===== src/rtl/txf_pkg.sv =====
package txf_pkg;

  typedef enum logic [2:0] {
    S_IDLE = 3'd0,
    S_PRE  = 3'd1,
    S_SYNC = 3'd2,
    S_PAY  = 3'd3,
    S_CRC  = 3'd4,
    S_FIN  = 3'd5
  } txf_state_e;

  typedef enum logic [1:0] {
    CODE_NONE = 2'd0,
    CODE_MAN  = 2'd1,
    CODE_WHT  = 2'd2,
    CODE_RSV  = 2'd3
  } txf_code_e;

  localparam logic [15:0] CRC_POLY = 16'h1021;
  localparam logic [15:0] CRC_SEED = 16'hFFFF;
  localparam logic [8:0]  PN_SEED  = 9'h1FF;

endpackage


===== src/rtl/txf_crc16.sv =====
module txf_crc16
  import txf_pkg::*;
(
  input  logic        clk,
  input  logic        rst_n,
  input  logic        init,
  input  logic        upd,
  input  logic        shl,
  input  logic        din,
  output logic [15:0] crc_q
);

  logic [15:0] crc_d;
  logic        fb;

  always_comb begin
    fb    = crc_q[15] ^ din;
    crc_d = crc_q;
    if (init) begin
      crc_d = CRC_SEED;
    end else if (upd) begin
      crc_d = {crc_q[14:0], 1'b0} ^ (fb ? CRC_POLY : 16'h0000);
    end else if (shl) begin
      crc_d = {crc_q[14:0], 1'b0};
    end
  end

  always_ff @(posedge clk or negedge rst_n) begin
    if (!rst_n) begin
      crc_q <= CRC_SEED;
    end else if (init || upd || shl) begin
      crc_q <= crc_d;
    end
  end

endmodule


===== src/rtl/txf_pn9.sv =====
module txf_pn9
  import txf_pkg::*;
(
  input  logic clk,
  input  logic rst_n,
  input  logic init,
  input  logic adv,
  output logic pn_bit
);

  logic [8:0] st_q;
  logic [8:0] st_d;

  always_comb begin
    st_d = st_q;
    if (init) begin
      st_d = PN_SEED;
    end else if (adv) begin
      st_d = {st_q[0] ^ st_q[5], st_q[8:1]};
    end
  end

  always_ff @(posedge clk or negedge rst_n) begin
    if (!rst_n) begin
      st_q <= PN_SEED;
    end else if (init || adv) begin
      st_q <= st_d;
    end
  end

  assign pn_bit = st_q[0];

endmodule


===== src/rtl/txf_cfg_norm.sv =====
module txf_cfg_norm
  import txf_pkg::*;
#(
  parameter int PRE_W    = 8,
  parameter int LEN_W    = 8,
  parameter int MAX_PAY  = 240,
  parameter int SYNC_MAX = 32,
  parameter int SYNC_MIN = 8,
  localparam int SLW     = $clog2(SYNC_MAX + 1)
) (
  input  logic             pre_en,
  input  logic [PRE_W-1:0] pre_bytes,
  input  logic             sync_en,
  input  logic [SLW-1:0]   sync_len,
  input  logic [LEN_W-1:0] pay_len,
  input  logic             crc_en,
  input  logic [1:0]       code,
  output logic [SLW-1:0]   sync_len_n,
  output logic [LEN_W-1:0] pay_len_n,
  output logic             has_pre,
  output logic             has_sync,
  output logic             has_pay,
  output logic             has_crc,
  output logic [1:0]       code_n
);

  always_comb begin
    if (sync_len < SLW'(SYNC_MIN)) begin
      sync_len_n = SLW'(SYNC_MIN);
    end else if (sync_len > SLW'(SYNC_MAX)) begin
      sync_len_n = SLW'(SYNC_MAX);
    end else begin
      sync_len_n = sync_len;
    end
    pay_len_n = (pay_len > LEN_W'(MAX_PAY)) ? LEN_W'(MAX_PAY) : pay_len;
    has_pre   = pre_en && (pre_bytes != '0);
    has_sync  = sync_en;
    has_pay   = (pay_len_n != '0);
    has_crc   = crc_en;
    code_n    = (code == CODE_RSV) ? CODE_NONE : code;
  end

endmodule


===== src/rtl/pkt_tx_framer.sv =====
module pkt_tx_framer
  import txf_pkg::*;
#(
  parameter int PRE_W    = 8,
  parameter int LEN_W    = 8,
  parameter int MAX_PAY  = 240,
  parameter int SYNC_MAX = 32,
  localparam int SLW     = $clog2(SYNC_MAX + 1),
  localparam int CW      = ((PRE_W > LEN_W) ? PRE_W : LEN_W) + 3
) (
  input  logic                clk,
  input  logic                rst_n,
  input  logic                start,
  input  logic                bit_tick,
  input  logic                cfg_pre_en,
  input  logic [PRE_W-1:0]    cfg_pre_bytes,
  input  logic                cfg_sync_en,
  input  logic [SLW-1:0]      cfg_sync_len,
  input  logic [SYNC_MAX-1:0] cfg_sync_word,
  input  logic [LEN_W-1:0]    cfg_pay_len,
  input  logic                cfg_crc_en,
  input  logic [1:0]          cfg_code,
  output logic [LEN_W-1:0]    buf_addr,
  input  logic [7:0]          buf_rdata,
  output logic                tx_bit,
  output logic                tx_active,
  output logic                done_irq
);

  // normalised live configuration
  logic [SLW-1:0]   n_sync_len;
  logic [LEN_W-1:0] n_pay_len;
  logic             n_pre, n_sync, n_pay, n_crc;
  logic [1:0]       n_code;

  txf_cfg_norm #(
    .PRE_W(PRE_W), .LEN_W(LEN_W), .MAX_PAY(MAX_PAY), .SYNC_MAX(SYNC_MAX), .SYNC_MIN(8)
  ) u_norm (
    .pre_en(cfg_pre_en), .pre_bytes(cfg_pre_bytes), .sync_en(cfg_sync_en),
    .sync_len(cfg_sync_len), .pay_len(cfg_pay_len), .crc_en(cfg_crc_en), .code(cfg_code),
    .sync_len_n(n_sync_len), .pay_len_n(n_pay_len), .has_pre(n_pre), .has_sync(n_sync),
    .has_pay(n_pay), .has_crc(n_crc), .code_n(n_code)
  );

  // frame-captured configuration
  logic [PRE_W-1:0]    pre_bytes_q;
  logic [SLW-1:0]      sync_len_q;
  logic [SYNC_MAX-1:0] sync_word_q;
  logic [LEN_W-1:0]    pay_len_q;
  logic [1:0]          code_q;
  logic                hp_q, hs_q, hd_q, hc_q;

  // sequencing state
  txf_state_e     st_q, st_d;
  logic [CW-1:0]  cnt_q, cnt_d;
  logic           half_q, half_d;
  logic           bit_q, bit_d;
  logic           done_q, done_d;
  logic [7:0]     byte_q, byte_d;
  logic           latch, init;
  logic           crc_upd, crc_shl, pn_adv;

  logic [15:0]    crc_val;
  logic           pn_bit;

  // field bookkeeping
  logic           hp, hs, hd, hc;
  logic           coded, man, wht, data_step;
  logic [CW-1:0]  last_idx;
  logic [2:0]     bp;
  logic [SLW-1:0] sync_idx;
  logic [SYNC_MAX-1:0] sync_sh;
  logic           raw, sym;
  txf_state_e     nxt, first;

  function automatic txf_state_e follow(txf_state_e s, logic p, logic y, logic d, logic c);
    txf_state_e r;
    r = S_FIN;
    case (s)
      S_IDLE:  r = p ? S_PRE : (y ? S_SYNC : (d ? S_PAY : (c ? S_CRC : S_FIN)));
      S_PRE:   r = y ? S_SYNC : (d ? S_PAY : (c ? S_CRC : S_FIN));
      S_SYNC:  r = d ? S_PAY : (c ? S_CRC : S_FIN);
      S_PAY:   r = c ? S_CRC : S_FIN;
      default: r = S_FIN;
    endcase
    return r;
  endfunction

  txf_crc16 u_crc (
    .clk(clk), .rst_n(rst_n), .init(init), .upd(crc_upd), .shl(crc_shl),
    .din(raw), .crc_q(crc_val)
  );

  txf_pn9 u_pn9 (
    .clk(clk), .rst_n(rst_n), .init(init), .adv(pn_adv), .pn_bit(pn_bit)
  );

  always_comb begin
    hp = (st_q == S_IDLE) ? n_pre  : hp_q;
    hs = (st_q == S_IDLE) ? n_sync : hs_q;
    hd = (st_q == S_IDLE) ? n_pay  : hd_q;
    hc = (st_q == S_IDLE) ? n_crc  : hc_q;
    first = follow(S_IDLE, hp, hs, hd, hc);
    nxt   = follow(st_q, hp, hs, hd, hc);

    coded     = (st_q == S_PAY) || (st_q == S_CRC);
    man       = coded && (code_q == CODE_MAN);
    wht       = coded && (code_q == CODE_WHT);
    data_step = !man || half_q;

    case (st_q)
      S_PRE:   last_idx = CW'({pre_bytes_q - 1'b1, 3'b111});
      S_SYNC:  last_idx = CW'(sync_len_q - 1'b1);
      S_PAY:   last_idx = CW'({pay_len_q - 1'b1, 3'b111});
      default: last_idx = CW'(15);
    endcase

    bp       = cnt_q[2:0];
    sync_idx = sync_len_q - 1'b1 - cnt_q[SLW-1:0];
    sync_sh  = sync_word_q >> sync_idx;

    case (st_q)
      S_PRE:   raw = ~cnt_q[0];
      S_SYNC:  raw = sync_sh[0];
      S_PAY:   raw = (bp == 3'd0 && !half_q) ? buf_rdata[7] : byte_q[~bp];
      S_CRC:   raw = crc_val[15];
      default: raw = 1'b0;
    endcase

    if (man) begin
      sym = half_q ? ~raw : raw;
    end else if (wht) begin
      sym = raw ^ pn_bit;
    end else begin
      sym = raw;
    end
  end

  always_comb begin
    st_d    = st_q;
    cnt_d   = cnt_q;
    half_d  = half_q;
    bit_d   = bit_q;
    done_d  = 1'b0;
    byte_d  = byte_q;
    latch   = 1'b0;
    init    = 1'b0;
    crc_upd = 1'b0;
    crc_shl = 1'b0;
    pn_adv  = 1'b0;
    case (st_q)
      S_IDLE: begin
        if (start) begin
          latch  = 1'b1;
          init   = 1'b1;
          st_d   = first;
          cnt_d  = '0;
          half_d = 1'b0;
        end
      end
      S_FIN: begin
        if (bit_tick) begin
          bit_d  = 1'b0;
          done_d = 1'b1;
          st_d   = S_IDLE;
        end
      end
      default: begin
        if (bit_tick) begin
          bit_d = sym;
          if (st_q == S_PAY && bp == 3'd0 && !half_q) begin
            byte_d = buf_rdata;
          end
          if (data_step) begin
            half_d  = 1'b0;
            crc_upd = (st_q == S_PAY);
            crc_shl = (st_q == S_CRC);
            pn_adv  = wht;
            if (cnt_q == last_idx) begin
              cnt_d = '0;
              st_d  = nxt;
            end else begin
              cnt_d = cnt_q + 1'b1;
            end
          end else begin
            half_d = 1'b1;
          end
        end
      end
    endcase
  end

  always_ff @(posedge clk or negedge rst_n) begin
    if (!rst_n) begin
      st_q   <= S_IDLE;
      cnt_q  <= '0;
      half_q <= 1'b0;
      bit_q  <= 1'b0;
      done_q <= 1'b0;
      byte_q <= '0;
    end else begin
      st_q   <= st_d;
      cnt_q  <= cnt_d;
      half_q <= half_d;
      bit_q  <= bit_d;
      done_q <= done_d;
      byte_q <= byte_d;
    end
  end

  always_ff @(posedge clk or negedge rst_n) begin
    if (!rst_n) begin
      pre_bytes_q <= '0;
      sync_len_q  <= '0;
      sync_word_q <= '0;
      pay_len_q   <= '0;
      code_q      <= CODE_NONE;
      hp_q        <= 1'b0;
      hs_q        <= 1'b0;
      hd_q        <= 1'b0;
      hc_q        <= 1'b0;
    end else if (latch) begin
      pre_bytes_q <= cfg_pre_bytes;
      sync_len_q  <= n_sync_len;
      sync_word_q <= cfg_sync_word;
      pay_len_q   <= n_pay_len;
      code_q      <= n_code;
      hp_q        <= n_pre;
      hs_q        <= n_sync;
      hd_q        <= n_pay;
      hc_q        <= n_crc;
    end
  end

  assign buf_addr  = (st_q == S_PAY) ? cnt_q[LEN_W+2:3] : '0;
  assign tx_bit    = bit_q;
  assign tx_active = (st_q != S_IDLE);
  assign done_irq  = done_q;

endmodule


===== config.mk =====
export PLATFORM = sky130hd
export DESIGN_NAME = pkt_tx_framer
export DESIGN_NICKNAME = d
export VERILOG_FILES = /design/src/rtl/txf_pkg.sv /design/src/rtl/txf_crc16.sv /design/src/rtl/txf_pn9.sv /design/src/rtl/txf_cfg_norm.sv /design/src/rtl/pkt_tx_framer.sv
export SDC_FILE = /design/constraint.sdc
export NUM_CORES = 1
export LEC_CHECK = 0
export ABC_AREA = 1
export CAP_MARGIN = 20
export CORE_MARGIN = 1.5
export CORE_UTILIZATION = 60
export DETAILED_ROUTE_END_ITERATION = 8
export PLACE_DENSITY_LB_ADDON = 0.08
export SLEW_MARGIN = 20
export SYNTH_ARGS = -nofsm -noshare
export SYNTH_HDL_FRONTEND = slang
export SYNTH_SLANG_ARGS = --single-unit

===== constraint.sdc =====
create_clock -name clk -period 6.15 [get_ports clk]
set_clock_uncertainty 0.1 [all_clocks]
set_input_delay 1.23 -clock clk [delete_from_list [all_inputs] [get_ports clk]]
set_output_delay 1.23 -clock clk [all_outputs]
set_load 0.005 [all_outputs]

==> Word level (Yosys, flattened, before mapping) <==
Index checks and enable logic that the tools add are counted.
W data, S select, Z words.
{ "totals": {"input_bits": 71, "elab_cells": 140, "regBits": 110} }
{ "classes": {"shifts": 1, "bitwise_logic": 10, "addsub": 6, "n_eq_ne": 11, "mux": 59, "n_reduce_logical": 32, "magnitude_cmp": 4} }
{ "ops": {"columns": ["operator", "count"], "rows": [
  ["$mux W16", 3],
  ["$mux W11", 4],
  ["$pmux W11 S3", 1],
  ["$shr A32 B6 Y1", 1],
  ["$mux W1", 28],
  ["$mux W3", 8],
  ["$pmux W11 S2", 1],
  ["$mux W9", 2],
  ["$mux W8", 2],
  ["$reduce_bool A8 Y1", 2],
  ["$sub A8 B1 Y8 const B", 2],
  ["$xor A16 B16 Y16", 1],
  ["$mux W13", 1],
  ["$mux W6", 2],
  ["$reduce_bool A3 Y1", 4],
  ["$add A11 B1 Y11 const B", 1],
  ["$eq A11 B11 Y1", 1],
  ["$pmux W3 S3", 1],
  ["$gt A8 B8 Y1 const B", 1],
  ["$sub A6 B1 Y7 const B", 1],
  ["$eq A3 B2 Y1 const B", 2],
  ["$eq A3 B3 Y1 const B", 2],
  ["$gt A6 B6 Y1 const B", 1],
  ["$logic_and A1 B1 Y1", 6],
  ["other kinds (25)", 45]
]} }

==> Depth between registers and ports, before layout <==
Gate-level depths: netlist of the first run.
{ "logic_depth": {"word_depth": 11, "depth_mapped": 22, "mapped_depth_nobuf": 21} }

==> Cells and area by module <==
Synthesis of the first run repeated with hierarchy kept, for this count alone.
{ "hier_totals": {"hier_cells": 849, "hier_area_um2": 6346.1} }
{ "modules_own_cells": {"columns": ["module", "seq_area_each_um2", "n_inst", "area_each_um2", "cells_each"], "rows": [
  ["pkt_tx_framer", 2102.0, 1, 4966.0, 685],
  ["txf_crc16", 420.4, 1, 713.2, 68],
  ["txf_pn9", 236.5, 1, 440.4, 45],
  ["txf_cfg_norm", 0.0, 1, 226.5, 51]
]} }

==> Worst setup path before layout of the first run <==
No wires, ideal clock.
{ "synth_path": {"path_kind": "reg2reg", "start": "reg cnt_q[0]", "end": "reg bit_q (netlist: tx_bit)", "n_path_buf": 1, "t_required_ps": 5925, "path_slack_ps": 3356, "arrival_ps": 2570, "stages_incl_launch_ff": 16, "cell_sequence": "dfrtp_1 -> clkinv_1 -> ha_1 -> inv_1 -> fa_1 -> clkbuf_1 -> inv_1 -> nand3_1 -> nand2_1 -> nand2_1 -> nand3_1 -> nand3_1 -> nand4_1 -> nand2_1 -> xnor2_1 -> mux2_2"} }
{ "synth_between": {"elab_chain_cells": 10, "elab_cells_between_ends": 17, "cone_classes": "add/sub (1); shift (1); mux (9); bitwise (4); reduce/logical (2)"} }
{ "synth_lines": {"columns": ["item", "line_no", "text"], "rows": [
  ["from (decl)", "pkt_tx_framer.sv:55", "logic [CW-1:0] cnt_q, cnt_d;"],
  ["from (signal assigned)", "pkt_tx_framer.sv:203", "cnt_q <= cnt_d;"],
  ["branches (longest 4 deep; another with $sub A6 B6 Y6)", null, null],
  ["$pmux W1 S4 (*)", "pkt_tx_framer.sv:122", "case (st_q)"],
  ["$xor A1 B1 Y1 or $not A1 Y1 (tied branches)", "pkt_tx_framer.sv:133, pkt_tx_framer.sv:131", null],
  ["$mux W1 (on tied branches)", "pkt_tx_framer.sv:132, pkt_tx_framer.sv:131", null],
  ["$mux W1 (*)", "pkt_tx_framer.sv:130", "if (man) begin"],
  ["$mux W1 (*)", "pkt_tx_framer.sv:169", "if (bit_tick) begin"],
  ["$pmux W1 S2 (*)", "pkt_tx_framer.sv:151", "case (st_q)"],
  ["to (signal assigned)", "pkt_tx_framer.sv:205", "bit_q <= bit_d;"],
  ["to (decl)", "pkt_tx_framer.sv:57", "logic bit_q, bit_d;"]
]} }
Mark *: on every way between the ends. The select of a mux whose other input is x is not followed.
A chain may end at the register's enable or synchronous reset.

==> Worst setup path in the final report of the first run <==
{ "layout_path": {"start": "reg st_q[2]", "end": "out buf_addr[0]"} }
{ "layout_between": {"elab_chain_cells": 2} }
{ "layout_lines": {"columns": ["item", "line_no", "text"], "rows": [
  ["from (decl)", "pkt_tx_framer.sv:54", "txf_state_e st_q, st_d;"],
  ["from (signal assigned)", "pkt_tx_framer.sv:202", "st_q <= st_d;"],
  ["$eq A3 B2 Y1", "pkt_tx_framer.sv:235", "assign buf_addr = (st_q == S_PAY) ? cnt_q[LEN_W+2:3] : '0;"],
  ["$mux W8", "pkt_tx_framer.sv:235", null],
  ["to (decl)", "pkt_tx_framer.sv:23", "output logic [LEN_W-1:0] buf_addr,"]
]} }
No other way between the ends.

==> results of run 1 <==
## logic make-up (layout without fill, tap and decap cells)
group                    Yosys count  after routing  share of synthesized area (%)
adder cells (fa/ha/maj)           10             10                           2.16
AO/OA/AOI/OAI                    114            114                           10.6
flip-flops                       109            109                           44.9
XOR/XNOR                           8              8                           1.14
multiplexers                       9              9                           1.63
AND/OR/NAND/NOR                  436            436                           31.0
buffers and inverters            134            210                           8.53
## registers in the layout (all words and copies together), names as in the netlist
name / cells
code_q: 2
u_crc.crc_q: 16
pre_bytes_q: 8
sync_len_q: 6
half_q: 1
hc_q: 1
tx_bit: 1
pay_len_q: 8
done_irq: 1
cnt_q: 11
hs_q: 1
byte_q: 8
st_q: 3
hd_q: 1
sync_word_q: 32
u_pn9.st_q: 9
## area by class of cell
type / instances / area (sq um)
Timing Repair Buffer: 83 / 823
Tap cell: 133 / 166
Sequential cell: 109 / 2760
Multi-Input combinational cell: 577 / 2860
Clock inverter: 3 / 23.8
Fill cell: 784 / 2630
Clock buffer: 13 / 180
Inverter: 111 / 417
## power breakdown
part	leakage (nW)	total (mW)	switching, mW	internal [mW]
Sequential	1.33	1.28	0.226	1.05
Clock	0.106	0.444	0.247	0.197
Combinational	2.16	2.00	1.29	0.716
## worst max path at each step
stage	startpoint	endpoint	slack (ps)	cells after the start
after floorplan	cnt_q[0]	tx_bit	3360	15
after global routing	start	cnt_q[9]	2150	11
after CTS	st_q[2]	buf_addr[0]	2430	4
after global placement	start	cnt_q[3]	2210	11
final	st_q[2]	buf_addr[0]	2430	4
after detailed placement	start	cnt_q[3]	2100	11
## cell usage in the layout (no fill, tap or decap), drive strengths merged
master,n
dfrtp,84
nand3b,5
fa,1
o32ai,2
a22oi,13
inv,110
o2111ai,1
nor3,10
xor2,3
nor3b,1
nand2,280
o211ai,4
clkdlybuf4s50,80
nand4,11
dfstp,25
or2,2
o22ai,7
mux2,8
mux2i,1
nor4,3
o21ai,59
clkbuf,13
nand3,71
buf,3
nor2,53
clkinv,4
ha,9
o221ai,2
a21oi,21
xnor2,5
a31oi,3
o31ai,2
## through the flow
step / area, sq um / util [%]
floorplan: 6150 / -
finish: 7230 / 73.3
global placement: 7030 / 71.2
global route: 7230 / 73.3
CTS: 7230 / 73.3
detailed placement: 7030 / 71.2
## layer usage
metal	vias to the layer above	part of all wire (%)	GRT usage (%)
li1	2781	-	-
met1	2696	44	38.2
met2	182	48	48.1
met3	30	5.2	4.26
met4	0	2.4	11.0
met5	-	0	0
## tightest hold or removal path, cell delays in order (launching register included)
cell	delay [ps]
dfrtp_1	350
nand2_1	50
nand2_1	60
==> impl_metrics.ini, run 1 <==
[timing]
holdWs_ps = 388
tightest_slew_ps = 987
layout_setup_ws_ps = 2430
slew_headroom_pct = 33.9
finalCriticalPeriod_ps = 3720
setup_viol = 0
final.setup.tns_ps = 0
maxSlewViolCount = 0
post-route-period-util_pct = 60.5
fmax_mhz = 269
hold_viol = 0
rsz0062_at_grt = no

[yosys]
synth_top_area_share_pct = 34.2
ys_ff_latch = 109
yosysMostFrequentCell = nand2_1
synth.distinct_cells = 43
synth_area_leader_cell = dfrtp_1
synth_commonest_cells = nand2_1 (261), inv_1 (100), dfrtp_1 (84), nand3_1 (68), o21ai_0 (46)
ys_seq_area_share_pct = 44.9
synth_area_leaders = dfrtp_1 (34%), nand2_1 (16%), dfstp_2 (11%), inv_1 (6.1%), nand3_1 (5.5%)
synth-main-ff-cell = dfrtp_1
synth_area_sq_um = 6150
synth_nets = 901
synth_edf_count = 0
synth.avg_cell_area_sq_um = 7.49
synth_cells = 820
async_reset_ff_share_pct = 100
yosys_warnings = 0

[placement]
post-place-ws_ps = 2100
place_inst = 1013
place_congestion = 0.912
place_hpwl_microns = 10800
port_buffers = 81

[layout]
fin_nets = 972
antenna_cells = 0
fin_cells = 1029
area_delta_synth_final_pct = 17.7
drive_gt1_share_pct = 10.4

[global_route]
grt-ovfl-total = 0
grt_max_degree = 72
grt_pass1_vias = 5497
grt_pass1_wl_microns = 25300
antenna_found_initial = 0
track_usage_pct = 28.9

[cts]
htreeDepth = 3
postCtsSetupBuffers = 0
postCtsHoldBufs = 0
clk_pin_slew_worst_paths_ps = 100
cts_inserted_buffers = 9
clk_path_buf_depth = 2
clock_latency_ps = 370
cts_tree = built
cts-root-buf = clkbuf_8
cts-resized-gates = 0
cts_sinks = 109

[job]
max_cap_viol_count = 0

[floorplanning]
start_util_pct = 62.3
ios = 82
design.die.area_sq_um = 10900
die_height_microns = 104
num_rows = 36
coreArea_sq_um = 9860
die_w_microns = 104

[worst_setup_path]
cp_slowest_stage_delay_ps = 570
reg2reg_slack_ps = 2590
r2r_end = u_crc.crc_q[12]
ff2ff_path_depth = 17
criticalPathCategory = register to output pin
cp_cell_sequence = inv_2, nand3_2, nor2_1, clkdlybuf4s50_1
cp.arrival_ps = 2390
cp_max_fo = 24
crit_family = simple AND/OR/NAND/NOR gates
critPathSlowestCell = dfrtp_1
cp_num_buf_inv = 2
endpoint_kind = output pin
required_ps = 4820
start_kind = register
r2r-start = cnt_q[0]

[route]
drc = 0
ant_nets = 0
avgViaCountPerCell = 5.53
first_pass_iters = 5
finalWirelength_microns = 14900
drt_iter0_markers = 363
wire_per_inst_microns = 14.5
vias = 5689

[hold_path]
hp-start = sync_word_q[30]
hold_path.class = register to register
holdPathStages = 2
hold_path_end = sync_word_q[30]

[power]
power.density_nw_per_um2 = 516
power.leakage_nw = 3.60
ir_drop_mv = 0.273
finalPower_mw = 3.73

[outcome]
status = complete, no violations
Note: power is estimated with default switching activity, not from simulation.
==> inputs of run 2 (changes only) <==
--- a/config.mk
+++ b/config.mk
@@ -8,7 +8,7 @@
 export ABC_AREA = 1
 export CAP_MARGIN = 20
 export CORE_MARGIN = 1.5
-export CORE_UTILIZATION = 60
+export CORE_UTILIZATION = 56
 export DETAILED_ROUTE_END_ITERATION = 8
 export PLACE_DENSITY_LB_ADDON = 0.08
 export SLEW_MARGIN = 20
==> constraint.sdc (replaced) <==
create_clock -name clk -period 3.6 [get_ports clk]
set_clock_uncertainty 0.1 [all_clocks]
set_input_delay 0.72 -clock clk [delete_from_list [all_inputs] [get_ports clk]]
set_output_delay 0.72 -clock clk [all_outputs]
set_load 0.005 [all_outputs]
==> impl_metrics.ini, run 2 (synthesized netlist as in run 1, its figures left out) <==
[layout]
drive_gt1_share_pct = 10.9
antenna_cells = 0
fin_nets = 976
reg_top3 = sync_word_q x32, u_crc.crc_q x16, cnt_q x11
area_delta_synth_final_pct = 18.3
layout_commonest_cell = nand2_1
largest_register = sync_word_q
largest_reg_flops = 32
final_cell_mix = nand2_1 (261), inv_1 (100), dfrtp_1 (84)

[floorplanning]
design.die.area_sq_um = 11600
coreArea_sq_um = 10800
num_rows = 38
die_w_microns = 108
ios = 82
die_height_microns = 108
start_util_pct = 56.9

[power]
combPwrFrac_pct = 53.8
power.leakage_nw = 3.61
internal-power_mw = 3.32
power.density_nw_per_um2 = 868
switching_share_pct = 47.4
ir_drop_mv = 0.439
clkPwrFrac_pct = 11.5
p_switching_mw = 2.99
seqPwrFrac_pct = 34.7

[route]
wire_per_inst_microns = 14.3
first_pass_iters = 6
ant_nets = 0
vias = 5594
finalWirelength_microns = 14800
drc = 0
drt_iter0_markers = 329
avgViaCountPerCell = 5.38

[timing]
layout_setup_ws_ps = 363
post-route-period-util_pct = 89.9
fmax_mhz = 309
setup_viol = 0
tightest_slew_ps = 900
final.setup.tns_ps = 0
finalCriticalPeriod_ps = 3240
hold_viol = 0
maxSlewViolCount = 0
slew_headroom_pct = 40.0

[global_route]
gr-usage-met3_pct = 5.08
antenna_found_initial = 0
grt_pass1_wl_microns = 25300
grt_max_degree = 72
grt_pass1_vias = 5521
grt_use_met1_pct = 35.2
track_usage_pct = 27.6
grtUsageMet2_pct = 48.0
top_usage_layer = met2
grt-ovfl-total = 0

[worst_setup_path]
crit_cells = 18
cp_num_buf_inv = 4
crit_family = simple AND/OR/NAND/NOR gates
critPathSlowestCell = fa_1
cp.arrival_ps = 3480
ff2ff_path_depth = 18
cp_slowest_stage_delay_ps = 550
start_kind = register
required_ps = 3840
worst_path_most_repeated_cell = nand2_1
criticalPathCategory = register to register
cp_max_fo = 10
endpoint_kind = register
cp_cell_sequence = clkinvlp_4, ha_1, inv_1, fa_1, inv_1, nand3_1, nand2_1, nand2_1, nand3_1, nand3_1, nand4_1, nand2_1, nand2_1, nand3_1, nand2_1, nand3_1, nand2_1, inv_1

[cts]
cts-root-buf = clkbuf_8
postCtsSetupBuffers = 0
htreeDepth = 3
cts_inserted_buffers = 9
clk_pin_slew_worst_paths_ps = 110
clock_latency_ps = 400
postCtsHoldBufs = 0
clk_path_buf_depth = 2
cts_tree = built
cts-resized-gates = 0
cts_sinks = 109

[placement]
place_hpwl_microns = 11000
post-place-ws_ps = 398
place_congestion = 0.938
port_buffers = 81

[outcome]
status = complete, no violations

[job]
max_cap_viol_count = 0

[hold_path]
hold_path.class = primary input to asynchronous set/reset pin
## run 2: area by class of cell
cell class | count | area, sq um
sequential | 109 | 2760
multi-input combinational | 577 | 2860
inverter | 111 | 420
timing repair buffer | 87 | 866
fill | 968 | 3520
clock buffer | 10 | 128
clock inverter | 6 | 58.8
tap | 140 | 175
## run 2: power by group through the flow
stage	combinational, mW	sequential [mW]	clock [mW]
floorplan	2.64	2.06	0
global placement	3.24	2.19	0
detailed placement	3.37	2.20	0
CTS	3.39	2.18	0.746
global route	3.89	2.24	0.789
finish	3.39	2.19	0.728
## run 2: final timing paths
path | endpoint | slack [ps] | from
worst min register to register | sync_word_q[14] | 390 | sync_word_q[14]
worst max-delay path | u_crc.crc_q[5] | 360 | cnt_q[0]
max in group asynchronous | sync_word_q[17] | 2350 | rst_n
worst max register to register | u_crc.crc_q[5] | 360 | cnt_q[0]
worst min-delay path | pre_bytes_q[6] | 310 | rst_n
min in group clk | sync_word_q[14] | 390 | sync_word_q[14]
## run 2: per-stage QoR
step                utilization, %  hold WS, ps  power, mW  area [sq um]  std cells
finish                        67.4          309       6.31          7270       1040
global route                  67.4          402       6.92          7270       1040
CTS                           67.3          372       6.32          7270       1040
detailed placement            65.6          367       5.57          7080       1024
global placement              65.6          364       5.43          7080       1024
floorplan                        -          324       4.70          6150        820
## run 2: per-layer routing
metal,vias up,share of wire [%]
met5,-,0
met4,0,1.6
met3,24,3.7
met2,118,51
met1,2657,43
li1,2795,-
